[config.mk]
export PLATFORM = sky130hd
export DESIGN_NAME = bw_alloc_regs
export DESIGN_NICKNAME = d
export VERILOG_FILES = /design/src/rtl/bwa_pkg.sv /design/src/rtl/bwa_store.sv /design/src/rtl/bwa_cmd_fsm.sv /design/src/rtl/bw_alloc_regs.sv
export SDC_FILE = /design/constraint.sdc
export NUM_CORES = 1
export LEC_CHECK = 0
export CORE_ASPECT_RATIO = 1.5
export CORE_MARGIN = 5
export CORE_UTILIZATION = 35
export DETAILED_ROUTE_END_ITERATION = 7
export GPL_TIMING_DRIVEN = 1
export SETUP_SLACK_MARGIN = 0.5
export SLEW_MARGIN = 20
export SYNTH_ARGS = -nofsm -noshare
export SYNTH_HDL_FRONTEND = slang
export SYNTH_SLANG_ARGS = --single-unit
[constraint.sdc]
create_clock -name clk -period 8.6 [get_ports clk]
set_input_delay 1.29 -clock clk [delete_from_list [all_inputs] [get_ports clk]]
set_output_delay 1.29 -clock clk [all_outputs]
set_load 0.05 [all_outputs]
[src/rtl/bwa_pkg.sv]
package bwa_pkg;

    typedef enum logic [1:0] {
        ST_IDLE = 2'd0,
        ST_WAIT = 2'd1,
        ST_EXEC = 2'd2
    } cmd_state_t;

    // command opcodes
    localparam logic [4:0] OP_COMMIT = 5'd1;
    localparam logic [4:0] OP_LOAD   = 5'd2;

    // completion codes
    localparam logic [6:0] STAT_NONE   = 7'd0;
    localparam logic [6:0] STAT_OK     = 7'd1;
    localparam logic [6:0] STAT_BAD_OP = 7'd2;
    localparam logic [6:0] STAT_BAD_ID = 7'd3;
    localparam logic [6:0] STAT_OVER   = 7'd4;

    // word index = byte address / 8
    localparam logic [2:0] W_CAPS    = 3'd0;
    localparam logic [2:0] W_MON_CTL = 3'd1;
    localparam logic [2:0] W_MON_VAL = 3'd2;
    localparam logic [2:0] W_ALLOC   = 3'd3;
    localparam logic [2:0] W_STAGE   = 3'd4;

    // field widths fixed by the register layout
    localparam int RES_W  = 16;
    localparam int WT_W   = 8;
    localparam int ID_W   = 12;
    localparam int WT_LSB = 20;

endpackage

[src/rtl/bwa_store.sv]
module bwa_store
    import bwa_pkg::*;
#(
    parameter int NUM_RCID   = 16,
    parameter int MAX_RES    = 64,
    parameter int WT_DEFAULT = 8,
    parameter int IDX_W      = 4,
    parameter int TOT_W      = 21
) (
    input  logic             clk,
    input  logic             rst_n,
    input  logic [IDX_W-1:0] rd_idx,
    output logic [RES_W-1:0] rd_res,
    output logic [WT_W-1:0]  rd_wt,
    input  logic             wr_en,
    input  logic [IDX_W-1:0] wr_idx,
    input  logic [RES_W-1:0] wr_res,
    input  logic [WT_W-1:0]  wr_wt,
    output logic [TOT_W-1:0] total
);

    localparam logic [RES_W-1:0] SEED0   = RES_W'(MAX_RES - (NUM_RCID - 1));
    localparam logic [RES_W-1:0] SEED_N  = RES_W'(1);
    localparam logic [WT_W-1:0]  SEED_WT = WT_W'(WT_DEFAULT);

    logic [RES_W-1:0] res_q [NUM_RCID];
    logic [WT_W-1:0]  wt_q  [NUM_RCID];
    logic [TOT_W-1:0] total_q;

    always_ff @(posedge clk) begin
        if (!rst_n) begin
            for (int i = 0; i < NUM_RCID; i++) begin
                res_q[i] <= (i == 0) ? SEED0 : SEED_N;
                wt_q[i]  <= SEED_WT;
            end
            total_q <= TOT_W'(MAX_RES);
        end else if (wr_en) begin
            res_q[wr_idx] <= wr_res;
            wt_q[wr_idx]  <= wr_wt;
            total_q <= total_q - TOT_W'(res_q[wr_idx]) + TOT_W'(wr_res);
        end
    end

    always_comb begin
        rd_res = res_q[rd_idx];
        rd_wt  = wt_q[rd_idx];
        total  = total_q;
    end

    // independent recount of the reserved total
    logic [TOT_W-1:0] sum_chk;
    always_comb begin
        sum_chk = '0;
        for (int i = 0; i < NUM_RCID; i++) sum_chk = sum_chk + TOT_W'(res_q[i]);
    end

    a_r9_total_tracks: assert property (@(posedge clk) disable iff (!rst_n)
        total_q == sum_chk);
    a_r9_total_capped: assert property (@(posedge clk) disable iff (!rst_n)
        total_q <= TOT_W'(MAX_RES));

endmodule

[src/rtl/bwa_cmd_fsm.sv]
module bwa_cmd_fsm
    import bwa_pkg::*;
#(
    parameter int NUM_RCID    = 16,
    parameter int MAX_RES     = 64,
    parameter int BUSY_CYCLES = 3,
    parameter int TOT_W       = 21
) (
    input  logic             clk,
    input  logic             rst_n,
    input  logic             cmd_wr,
    input  logic [4:0]       cmd_op,
    input  logic [2:0]       cmd_at,
    input  logic [ID_W-1:0]  cmd_rcid,
    input  logic [RES_W-1:0] cur_res,
    input  logic [RES_W-1:0] stg_res,
    input  logic [TOT_W-1:0] total,
    output logic             busy,
    output logic [4:0]       op_q,
    output logic [2:0]       at_q,
    output logic [ID_W-1:0]  rcid_q,
    output logic [6:0]       status_q,
    output logic             commit_en,
    output logic             load_en
);

    localparam int CNT_W = (BUSY_CYCLES > 2) ? $clog2(BUSY_CYCLES) : 1;
    localparam logic [CNT_W-1:0] CNT_INIT = CNT_W'(BUSY_CYCLES - 2);

    cmd_state_t       state_q;
    logic [CNT_W-1:0] cnt_q;
    logic [6:0]       verdict;
    logic [TOT_W-1:0] new_total;

    // outcome of the latched command, checked in priority order
    always_comb begin
        new_total = total - TOT_W'(cur_res) + TOT_W'(stg_res);
        if (op_q != OP_COMMIT && op_q != OP_LOAD)
            verdict = STAT_BAD_OP;
        else if (rcid_q >= ID_W'(NUM_RCID))
            verdict = STAT_BAD_ID;
        else if (op_q == OP_COMMIT && new_total > TOT_W'(MAX_RES))
            verdict = STAT_OVER;
        else
            verdict = STAT_OK;
    end

    // state register and latched command
    always_ff @(posedge clk) begin
        if (!rst_n) begin
            state_q  <= ST_IDLE;
            cnt_q    <= '0;
            op_q     <= '0;
            at_q     <= '0;
            rcid_q   <= '0;
            status_q <= STAT_NONE;
        end else begin
            unique case (state_q)
                ST_IDLE: begin
                    if (cmd_wr) begin
                        op_q     <= cmd_op;
                        at_q     <= cmd_at;
                        rcid_q   <= cmd_rcid;
                        status_q <= STAT_NONE;
                        cnt_q    <= CNT_INIT;
                        state_q  <= ST_WAIT;
                    end
                end
                ST_WAIT: begin
                    if (cnt_q == '0) state_q <= ST_EXEC;
                    else             cnt_q   <= cnt_q - 1'b1;
                end
                ST_EXEC: begin
                    status_q <= verdict;
                    state_q  <= ST_IDLE;
                end
                default: state_q <= ST_IDLE;
            endcase
        end
    end

    // outputs
    always_comb begin
        busy      = (state_q != ST_IDLE);
        commit_en = (state_q == ST_EXEC) && (verdict == STAT_OK) && (op_q == OP_COMMIT);
        load_en   = (state_q == ST_EXEC) && (verdict == STAT_OK) && (op_q == OP_LOAD);
    end

    a_r5_busy_min_two: assert property (@(posedge clk) disable iff (!rst_n)
        $rose(busy) |=> busy);
    a_r5_status_posted: assert property (@(posedge clk) disable iff (!rst_n)
        $fell(busy) |-> (status_q != STAT_NONE));
    a_r6_busy_ignores_write: assert property (@(posedge clk) disable iff (!rst_n)
        (cmd_wr && busy) |=> ($stable(rcid_q) && $stable(op_q)));
    a_r8_commit_in_range: assert property (@(posedge clk) disable iff (!rst_n)
        commit_en |-> (rcid_q < ID_W'(NUM_RCID)));

endmodule

[src/rtl/bw_alloc_regs.sv]
module bw_alloc_regs
    import bwa_pkg::*;
#(
    parameter int NUM_RCID    = 16,
    parameter int TOTAL_BLKS  = 256,
    parameter int MAX_RES     = 64,
    parameter int WT_DEFAULT  = 8,
    parameter int BUSY_CYCLES = 3,
    parameter int VER_MAJOR   = 1,
    parameter int VER_MINOR   = 0
) (
    input  logic        clk,
    input  logic        rst_n,
    input  logic        wr_en,
    input  logic [5:0]  addr,
    input  logic [63:0] wdata,
    output logic [63:0] rdata
);

    localparam int IDX_W = $clog2(NUM_RCID);
    localparam int TOT_W = RES_W + IDX_W + 1;
    localparam logic [63:0] CAPS_WORD = {16'd0, 16'(MAX_RES), 8'd0,
                                         16'(TOTAL_BLKS), 4'(VER_MAJOR), 4'(VER_MINOR)};
    localparam logic [63:0] MON_WORD  = {25'd0, STAT_BAD_OP, 32'd0};

    logic [2:0]       word;
    logic             cmd_wr;
    logic             busy, commit_en, load_en;
    logic [4:0]       op_q;
    logic [2:0]       at_q;
    logic [ID_W-1:0]  rcid_q;
    logic [6:0]       status_q;
    logic [RES_W-1:0] cur_res, stg_res_q;
    logic [WT_W-1:0]  cur_wt, stg_wt_q;
    logic [TOT_W-1:0] total;

    wire unused_bits = ^{wdata[63:28], addr[2:0]};

    assign word   = addr[5:3];
    assign cmd_wr = wr_en && (word == W_ALLOC);

    bwa_cmd_fsm #(
        .NUM_RCID(NUM_RCID), .MAX_RES(MAX_RES),
        .BUSY_CYCLES(BUSY_CYCLES), .TOT_W(TOT_W)
    ) u_fsm (
        .clk(clk), .rst_n(rst_n), .cmd_wr(cmd_wr),
        .cmd_op(wdata[4:0]), .cmd_at(wdata[7:5]), .cmd_rcid(wdata[19:8]),
        .cur_res(cur_res), .stg_res(stg_res_q), .total(total),
        .busy(busy), .op_q(op_q), .at_q(at_q), .rcid_q(rcid_q),
        .status_q(status_q), .commit_en(commit_en), .load_en(load_en)
    );

    bwa_store #(
        .NUM_RCID(NUM_RCID), .MAX_RES(MAX_RES), .WT_DEFAULT(WT_DEFAULT),
        .IDX_W(IDX_W), .TOT_W(TOT_W)
    ) u_store (
        .clk(clk), .rst_n(rst_n),
        .rd_idx(rcid_q[IDX_W-1:0]), .rd_res(cur_res), .rd_wt(cur_wt),
        .wr_en(commit_en), .wr_idx(rcid_q[IDX_W-1:0]),
        .wr_res(stg_res_q), .wr_wt(stg_wt_q), .total(total)
    );

    // staging word: a load from storage wins over a software write
    always_ff @(posedge clk) begin
        if (!rst_n) begin
            stg_res_q <= '0;
            stg_wt_q  <= '0;
        end else if (load_en) begin
            stg_res_q <= cur_res;
            stg_wt_q  <= cur_wt;
        end else if (wr_en && word == W_STAGE) begin
            stg_res_q <= wdata[RES_W-1:0];
            stg_wt_q  <= wdata[WT_LSB +: WT_W];
        end
    end

    always_comb begin
        case (word)
            W_CAPS:    rdata = CAPS_WORD;
            W_MON_CTL: rdata = MON_WORD;
            W_MON_VAL: rdata = '0;
            W_ALLOC:   rdata = {24'd0, busy, status_q, 12'd0, rcid_q, at_q, op_q};
            W_STAGE:   rdata = {36'd0, stg_wt_q, 4'd0, stg_res_q};
            default:   rdata = '0;
        endcase
    end

    a_r4_load_fills_stage: assert property (@(posedge clk) disable iff (!rst_n)
        load_en |=> (stg_res_q == $past(cur_res)) && (stg_wt_q == $past(cur_wt)));

endmodule

Word level (Yosys, flattened, before mapping)
Memory sizes are Yosys's and may differ from the RTL's. A register that Yosys moved wholly into a read port is not among the register bits.
Cells that the tools add are included.
Operators by class
  add/sub/neg operators: 3
  $lt $le $gt $ge: 2
  eq/ne operators: 13
  multiplexer cells: 29
  reduce and logical (&&, ||, !) cells: 20
Operators with widths (count)
  40-bit one-hot mux with 4 select lines: 1
  16-bit two-way mux: 3
  4-bit two-way mux: 6
  8-bit two-way mux: 3
  21-bit by 16-bit adder with 21-bit output: 1
  21-bit by 7-bit greater-than comparator with 1-bit output (second input constant): 1
  7-bit two-way mux: 3
  21-bit by 16-bit subtractor with 21-bit output: 1
  16-bit OR reduction: 1
  7-bit one-hot mux with 2 select lines: 1
  12-bit by 5-bit greater-or-equal comparator with 1-bit output (second input constant): 1
  2-bit one-hot mux with 2 select lines: 2
  2-bit nonzero test: 4
  8-bit OR reduction: 1
  7-bit by 1-bit equality test with 1-bit output (second input constant): 1
  1-bit logical AND: 7
  1-bit two-way mux: 6
  2-bit two-way mux: 3
  2-bit AND reduction: 3
  5-bit by 1-bit equality test with 1-bit output (second input constant): 1
  5-bit by 2-bit equality test with 1-bit output (second input constant): 1
  5-bit by 1-bit != test with 1-bit output (second input constant): 1
  5-bit by 2-bit != test with 1-bit output (second input constant): 1
  2-bit zero test: 2
  other kinds (11): 12
Word-level totals
  register bits: 76
  bits in writable memories: 384
  input bits: 73
  word-level logic and storage cells: 78
  memories: 2
Memory list
  u_store.res_q: depth 16, width 16, read ports 1, clocked after Yosys merged registers in 1, write ports 16, RTL line bwa_store.sv:26  | logic [RES_W-1:0] res_q [NUM_RCID];
  u_store.wt_q: depth 16, width 8, read ports 1, clocked after Yosys merged registers in 1, write ports 16, RTL line bwa_store.sv:27  | logic [WT_W-1:0] wt_q [NUM_RCID];

Longest topological paths before layout
Gate-level depths: netlist of the first run.
  depth in word-level cells: 15
  depth in mapped cells: 21

Cells and area by module
A second synthesis of the first run with hierarchy kept.
Second synthesis, totals
  cells, all modules: 2126
  area total of the unflattened synthesis: 26442.9 sq um
Modules (own cells, without submodules)
  bwa_store: instances 1, cells an instance 1477, area each 21453.1 sq um, sequential area each 11951.5 sq um
  bwa_cmd_fsm: instances 1, cells an instance 458, area each 3215.6 sq um, sequential area each 540.5 sq um
  bw_alloc_regs: instances 1, cells an instance 191, area each 1774.2 sq um, sequential area each 480.5 sq um

Worst setup path after synthesis of the first run
Ideal clock, no wire load.
  path type: reg-to-reg
  start point: register with a tool-made name
  end point: memory u_store.res_q[6][0] (enable)
  arrival: 7.393 ns
  data required time: 8.158 ns
  setup slack: 0.765 ns
  stages on the path, launching flop included: 18
  period minus slack after synthesis: 7.835 ns
  cells stage by stage: dfxtp_1 > clkbuf_1 > buf_1 > buf_1 > mux4_2 > mux4_2 > fa_1 > fa_1 > nor2b_1 > and3_1 > a41oi_1 > o211a_1 > or4_1 > nor4_1 > nand3_1 > clkbuf_1 > clkbuf_1 > o31ai_1
RTL lines (RTL line)
  end, declared: bwa_store.sv:26

==> metrics.cfg, run 1 <==
[timing]
fin_crit_ns=7.136
slew_viol_final=0
fin_skew_ns=0.01134
fin_setup_tns_ns=0
hold_violations=0
fin_ws_ns=1.464
rsz0062_at_grt=false
tightest_slew_ns=1.158
hold_ws_ns=0.4576
setup_viol=0
slew_headroom_pct=22.64
finalCritPeriodShare_pct=82.97
fmaxAchievable_mhz=140.1

[route]
num_vias=15983
wl_per_cell_um=25.96
drc=0
wirelength_um=70680
ant_nets=0
viasPerCell=5.870
drt_pass1_iterations=6
drtIter0Drc=1719

[place]
port_buffers=66
dp_slack_ns=1.469
place.gp.congestion=0.8689
hpwl_um=43750
dp.cells=2652
placed_cell_area_um2=25060

[synthesis]
ys_seq_elements=460
synth_cell_types=65
netlist_area_um2=23380
synthTopCellsByArea=edfxtp_1, mux4_2, dfxtp_1
synth_edf_count=384
yosys.area.top_type=edfxtp_1
synth_warnings=0
syn_inst=1813
ys.flop_type=edfxtp_1
avgSynthCellArea_um2=12.90
synthArstFlopShare_pct=0
synth_top_area_share_pct=49.32
yosysSeqAreaShare_pct=55.82

[cells_and_area]
design_area_um2=26390
final_cell_mix=edfxtp_1, nand2_1, nor2_1
layout.nets=1921
drive_gt1_share_pct=20.73
final_common_cell=edfxtp_1
n_antenna_cell=0
fin_util_pct=39.70
final_cells=2723
area_growth_syn_to_layout_pct=12.86

[grt]
grt_usage_pct=18.98
grt_max_degree=97
antenna_found_initial=0
grt_pass1_wl_um=105100
grt_pass1_vias=16598
grt_overflow=0

[clocking]
ctsHoldBuffers=0
clockBufferDepth=3
h-tree-depth=2
cts_resized=0
cts.clk_slew.worst_paths_ns=0.07
clock_latency_ns=0.57
clock_sinks=460
cts_setup_buffers=0
cts-root-buf=clkbuf_16
cts_made_buffers=41
cts_tree=done

[min_path]
min_path_type=reg -> reg

[pwr]
cellLeakagePower_nw=7.968
power_mw=4.737
power.density_nw_per_um2=179.5
peakVddDrop_mv=0.1254

[worst_setup_path]
r2r_slack_ns=1.46
crit_chain=buf_4 -> mux4_2 -> mux4_2 -> fa_1 -> inv_1 -> ha_1 -> o211ai_1 -> o211ai_1 -> a21oi_1 -> xnor2_1 -> or4_1 -> nor4_1 -> nand3_4 -> buf_4 -> o31ai_4 -> buf_4
required_ns=8.82
slowest_delay_ns=0.74
critical-path-top-delay-family=simple AND/OR/NAND/NOR gates
cp_max_fo=44
crit_buf_inv=4
cp_slowest_cell=dfxtp_4
criticalPathCategory=reg -> reg
crit_path_end_kind=register
cpMostUsedCell=buf_4
crit_arrival_ns=7.35
start_kind=register

[die]
die_y_um=326.6
die_width_um=221.0
pin_count=137
dieArea_um2=72180
rows=116
start_util_pct=35.18
core_um2=66470

[job]
drv_cap=0

[outcome]
outcome=complete, no violations

## logic make-up after synthesis
logic type | synth area share [%]
compound gates | 4.516
xor+xnor | 0.4869
fa+ha+maj | 2.547
buf+inv | 5.495
flops | 55.82
mux | 12.99
other cells | 0.01604
simple gates | 18.12
## cell usage after synthesis, drive strengths merged, types with 3 or more instances
cell    count
a211oi     32
a21o        8
a21oi      42
a22o       15
and2       11
and3       20
and4        3
buf        68
clkbuf    137
dfxtp      76
edfxtp    384
fa         16
ha         22
inv        76
mux2i      32
mux4      120
nand2     162
nand2b     10
nand3      20
nand4      24
nor2      141
nor2b       9
nor3       69
nor4      224
o211ai      6
o21ai      20
o31ai      14
or2         3
or3         3
or4         3
xnor2       9
xor2        4
## power breakdown
part | switching, mW | total, mW | internal [mW]
Clock | 0.839 | 1.89 | 1.05
Combinational | 0.241 | 0.356 | 0.116
Sequential | 0.0312 | 2.49 | 2.46
## area by class of cell
class / instances / area, µm²
tap: 885 / 1107
inverter: 76 / 289.0
fill: 6303 / 40080
timing repair buffer: 129 / 1179
multi-input combinational: 1102 / 9423
clock inverter: 22 / 247.7
clock buffer: 49 / 1077
sequential: 460 / 13070
## final timing paths
kind	start	to	cells past startpoint
worst min-delay path	u_fsm.at_q[2]	u_fsm.at_q[2]	2
worst min register to register	u_fsm.at_q[2]	u_fsm.at_q[2]	2
worst max-delay path	register	u_store.res_q[12][6]	16
worst max register to register	register	u_store.res_q[12][6]	16
## registers in the layout (all words and copies together) (netlist names), 3 cells and up, named ones only
name            flops
stg_wt_q            8
stg_res_q          16
u_fsm.op_q          5
u_fsm.status_q      3
u_fsm.rcid_q       12
u_fsm.at_q          3
u_store.res_q     256
u_store.wt_q      128
u_store.total      21
## per-layer routing
metal | vias to the layer above | global-route usage, % | part of all wire, %
met5 | - | 0 | 0
met4 | 0 | 7.541 | 4.1
met3 | 165 | 3.092 | 7.1
met2 | 743 | 35.51 | 53
met1 | 8160 | 21.49 | 36
li1 | 6915 | - | -
## tightest hold or removal path: cells and delay by family, from the launching register on
family | cells | cell delay [ns]
AND/OR/NAND/NOR | 1 | 0.05
AO/OA/AOI/OAI | 1 | 0.05
flip-flops | 1 | 0.31
Note: power is estimated with default switching activity, not from simulation.
==> inputs of run 2 (changes only) <==
Clock period 8.6 ns to 5.94 ns, I/O delays scaled along.
==> run 2 against run 1 <==
Effect of this change: non-clock buffer count grew 92; sequential cell count is the same; first-iteration DRC count grew 20%; critical endpoint is now u_store.res_q[13][12]; via count grew 6.6%; register-to-register slack lost 1.5 ns; combinational power grew 72%; sequential power grew 45%; count of clock-buffer cells in the layout grew 7; final cell count grew 3.6%.
==> metrics.cfg, run 2 (synthesis gave the netlist of run 1 again) <==
[place]
hpwl_um=45430
placed_cell_area_um2=25750
port_buffers=66
place.gp.congestion=0.8806
dp_slack_ns=0.07066

[pwr]
power_mw=6.905
switchingPower_mw=1.658
cellLeakagePower_nw=9.394
pwr-share-seq_pct=52.3
p_clk_share_pct=38.8
peakVddDrop_mv=0.1741
netSwitchingFraction_pct=24.01
power.density_nw_per_um2=234.8
internal_power_mw=5.247
combPwrFrac_pct=8.9

[job]
drv_cap=0

[cells_and_area]
area_growth_syn_to_layout_pct=25.74
top_register=u_store.res_q
largest_reg_flops=256
final_cell_mix=edfxtp_1, nand2_1, nor2_1
drive_gt1_share_pct=31.01
final_common_cell=edfxtp_1
design_area_um2=29400
n_fill_cell=5966
n_antenna_cell=0
layout.nets=2014

[worst_setup_path]
cp_max_fo=8
r2r_slack_ns=0.01
crit_arrival_ns=6.31
criticalPathCategory=reg -> reg
required_ns=6.32
crit_path_end_kind=register
start_kind=register

[clocking]
cts_tree=done
cts.clk_slew.worst_paths_ns=0.06
clock_sinks=460
cts_made_buffers=42
clock_latency_ns=0.57
ctsHoldBuffers=0
clockBufferDepth=3
h-tree-depth=2
cts-root-buf=clkbuf_16

[grt]
grt_pass1_wl_um=108400
grt_usage_pct=19.58
antenna_found_initial=0
grt_overflow=0
grt_max_degree=77
grt_pass1_vias=16875

[timing]
rsz0062_at_grt=true
finalCritPeriodShare_pct=99.80
fin_crit_ns=5.928
tightest_slew_ns=1.494
setup_viol=0
fin_skew_ns=0.01813
fin_setup_tns_ns=0
slew_headroom_pct=0.4030
hold_violations=0
slew_viol_final=0
fin_ws_ns=0.01205
fmaxAchievable_mhz=168.7

[route]
viasPerCell=6.039
drc=0
num_vias=17031
wl_per_cell_um=27.79
ant_nets=0
drt_pass1_iterations=6
wirelength_um=78370
drtIter0Drc=2067

[die]
start_util_pct=35.18
die_y_um=326.6
core_um2=66470
dieArea_um2=72180
die_width_um=221.0
rows=116
pin_count=137

[outcome]
outcome=complete, no violations

[min_path]
min_path_type=reg -> reg

==> run 2: metal layers <==
layer  global-route usage [%]  share of wire [%]
met1                    23.07                 35
met4                    8.094                5.9
met3                    2.526                8.4
met2                    35.96                 51
met5                        0                  0
==> run 2: layout make-up <==
class	instances	area [µm²]	share of cell area [%]
clock buffer	56	1155	3.928
timing repair buffer	221	2905	9.881
multi-input combinational	1102	10720	36.47
clock inverter	20	156.4	0.5319
sequential	460	13070	44.44
inverter	76	289.0	0.9830
tap	885	1107	3.766
==> run 2: what timing repair did <==
action | CTS | global route
gates resized for setup | 31 | 190
pin swaps | 7 | 77
gates cloned | 3 | 24
buffers inserted | 15 | 23
setup endpoints to repair | 720 | 785
hold endpoints to repair | 0 | 0
==> run 2: path summary, 6_finish.rpt <==
kind                                    start                     to  depth (start not counted)
worst min register to register  u_fsm.at_q[1]          u_fsm.at_q[1]                          2
worst max-delay path                 register  u_store.res_q[13][12]                         18
worst min-delay path            u_fsm.at_q[1]          u_fsm.at_q[1]                          2
worst max register to register       register  u_store.res_q[13][12]                         18
==> run 2: critical path, stage by stage, from the launching register on <==
cell	delay [ns]
dfxtp_4	0.42
buf_12	0.14
buf_12	0.14
mux4_2	0.51
mux4_2	0.57
fa_1	0.56
inv_1	0.08
ha_4	0.25
a211oi_4	0.24
o211ai_1	0.11
buf_4	0.18
a211oi_2	0.26
nor3_2	0.09
or4_4	0.54
or3_4	0.39
or4_4	0.52
clkbuf_16	0.24
clkbuf_16	0.21
nor4_2	0.25
==> run 2: power by group through the flow <==
stage          Clock (mW)  Combinational (mW)  Sequential, mW
2_1_floorplan           0               0.359            3.66
6_report             2.68               0.614            3.61
3_3_place_gp            0               0.554            3.67
5_1_grt              2.83               0.639            3.61
3_5_place_dp            0               0.560            3.68
4_1_cts              2.71               0.577            3.61
==> run 2: through the flow <==
| stage | cells | util [%] | hold slack [ns] |
|---|---|---|---|
| after global placement | 2679 | 38.73 | 0.4436 |
| after detailed placement | 2679 | 38.73 | 0.4526 |
| after CTS | 2773 | 41.32 | 0.4625 |
| after global routing | 2820 | 44.23 | 0.4755 |
| final | 2820 | 44.23 | 0.4603 |
| after floorplan | 1843 | - | 0.4347 |
==> inputs of run 3 (changes only) <==
Settings changed: CORE_ASPECT_RATIO 1.5 to 0.5.
==> run 3 against run 2 <==
Effect of this change: the flow now finishes with violations (negative setup slack); sequential power about the same; critical path depth unchanged; final area increased by 4.9%; via count increased by 2.7%; clock power increased by 10%; register-to-register slack got worse by 0.06 ns; worst hold slack got worse by 0.0010 ns; clock skew increased by 0.014 ns; final cell count increased by 3.8%; critical endpoint is now u_store.res_q[9][15].
==> metrics.cfg, run 3 (synthesis gave the netlist of run 1 again) <==
[place]
place.gp.congestion=0.8294
hpwl_um=43300
port_buffers=66

[pwr]
power.density_nw_per_um2=237.4
cellLeakagePower_nw=10.00
power_mw=7.323
peakVddDrop_mv=0.1854

[clocking]
h-tree-depth=2
clock_latency_ns=0.60
cts.clk_slew.worst_paths_ns=0.07
cts_made_buffers=47
cts_tree=done
clock_sinks=460
cts-root-buf=clkbuf_16
clockBufferDepth=3

[timing]
fmaxAchievable_mhz=166.9
hold_ws_ns=0.4592
slew_viol_final=0
finalCritPeriodShare_pct=100.9
hold_violations=0
fin_ws_ns=-0.05069
rsz0062_at_grt=true
tightest_slew_ns=1.452
slew_headroom_pct=2.974
fin_crit_ns=5.991
setup_viol=10
fin_skew_ns=0.03168
fin_setup_tns_ns=-0.1866

[outcome]
violations=negative setup slack
outcome=complete, but fails checks

[cells_and_area]
n_fill_cell=5697
layout.nets=2103
final_common_cell=edfxtp_1
largest_reg_flops=256
fin_util_pct=46.35
drive_gt1_share_pct=34.29
area_growth_syn_to_layout_pct=31.94
top_register=u_store.res_q
final_cell_mix=edfxtp_1, nand2_1, nor4_2
n_antenna_cell=0

[die]
die_y_um=192.8
start_util_pct=35.13
die_width_um=375.5
dieArea_um2=72390
rows=67
pin_count=137
core_um2=66560

[route]
drc=0
drt_pass1_iterations=7
viasPerCell=5.978
drtIter0Drc=2066
wirelength_um=82380
num_vias=17497
wl_per_cell_um=28.15
ant_nets=0

[grt]
antenna_found_initial=0
grt_max_degree=66
grt_pass1_vias=17057
grt_overflow=0
grt_pass1_wl_um=115000
grt_usage_pct=21.37

[min_path]
hp-start=u_fsm.at_q[0]
min_path_type=reg -> reg

[job]
drv_cap=0

[worst_setup_path]
crit_arrival_ns=6.39
crit_path_end_kind=register
start_kind=register
cp_max_fo=10
criticalPathCategory=reg -> reg
required_ns=6.34

run 3: cell count changes in the layout (fill, tap and decap cells not counted), sizes merged:
cell,previous run,this run
clkbuf,73,72
bufinv,2,3
clkinvlp,1,3
clkinv,16,21
buf,138,224
bufbuf,1,2
or4,3,4
run 3: report_power, final:
part / leakage (nW) / internal (mW) / switching [mW]
clock: 0.729 / 1.63 / 1.33
combinational: 4.81 / 0.305 / 0.446
sequential: 4.46 / 3.57 / 0.0423
run 3: worst paths after layout:
check | cells past startpoint | to | slack [ns]
max | 18 | u_store.res_q[9][15] | -0.05
min | 2 | u_fsm.at_q[0] | 0.46
max reg2reg | 18 | u_store.res_q[9][15] | -0.05
min reg2reg | 2 | u_fsm.at_q[0] | 0.46
run 3: area by class of cell:
cell class	count	area [µm²]	share of cell area [%]
multi-input cells	1103	10590	34.33
clock buffers	59	1242	4.027
repair buffers	304	4284	13.89
clock inverters	28	255.2	0.8274
inverters	76	291.5	0.9450
flip-flops and latches	460	13070	42.35
well taps	897	1122	3.638
run 3: per-layer routing:
metal  part of all wire [%]  vias up  track usage (%)
li1                       -     7310                -
met1                     38     8887            28.76
met2                     46     1108            33.93
met3                     13      192            5.902
met4                    3.6        0            6.574
met5                      0        -                0
run 3: critical path, cell delays in order, from the launching register on:
cell and delay [ns]:
dfxtp_4 0.40, buf_12 0.16, buf_12 0.14, mux4_2 0.51
mux4_2 0.61, fa_1 0.54, inv_2 0.04, ha_4 0.28
o211ai_1 0.09, o211ai_1 0.52, and3_4 0.28, nor3_2 0.04
or4_4 0.50, or3_4 0.36, or4_4 0.50, buf_12 0.19
buf_12 0.17, buf_16 0.15, nor4_2 0.27
run 3: repair_timing:
item | CTS | global route
pin swaps | 22 | 24
setup endpoints to repair | 744 | 787
hold buffers | 0 | 0
cloned | 33 | 17
buffers inserted | 70 | 25
gates resized for setup | 171 | 118
run 3: metrics by stage:
stage	cell area (µm²)	setup slack [ns]	instances
detailed placement	25720	0.07414	2695
floorplan	23880	0.4307	1843
finish	30850	-0.05069	2927
global placement	25720	0.1134	2695
CTS	29490	0.1597	2885
global route	30850	-0.1104	2927
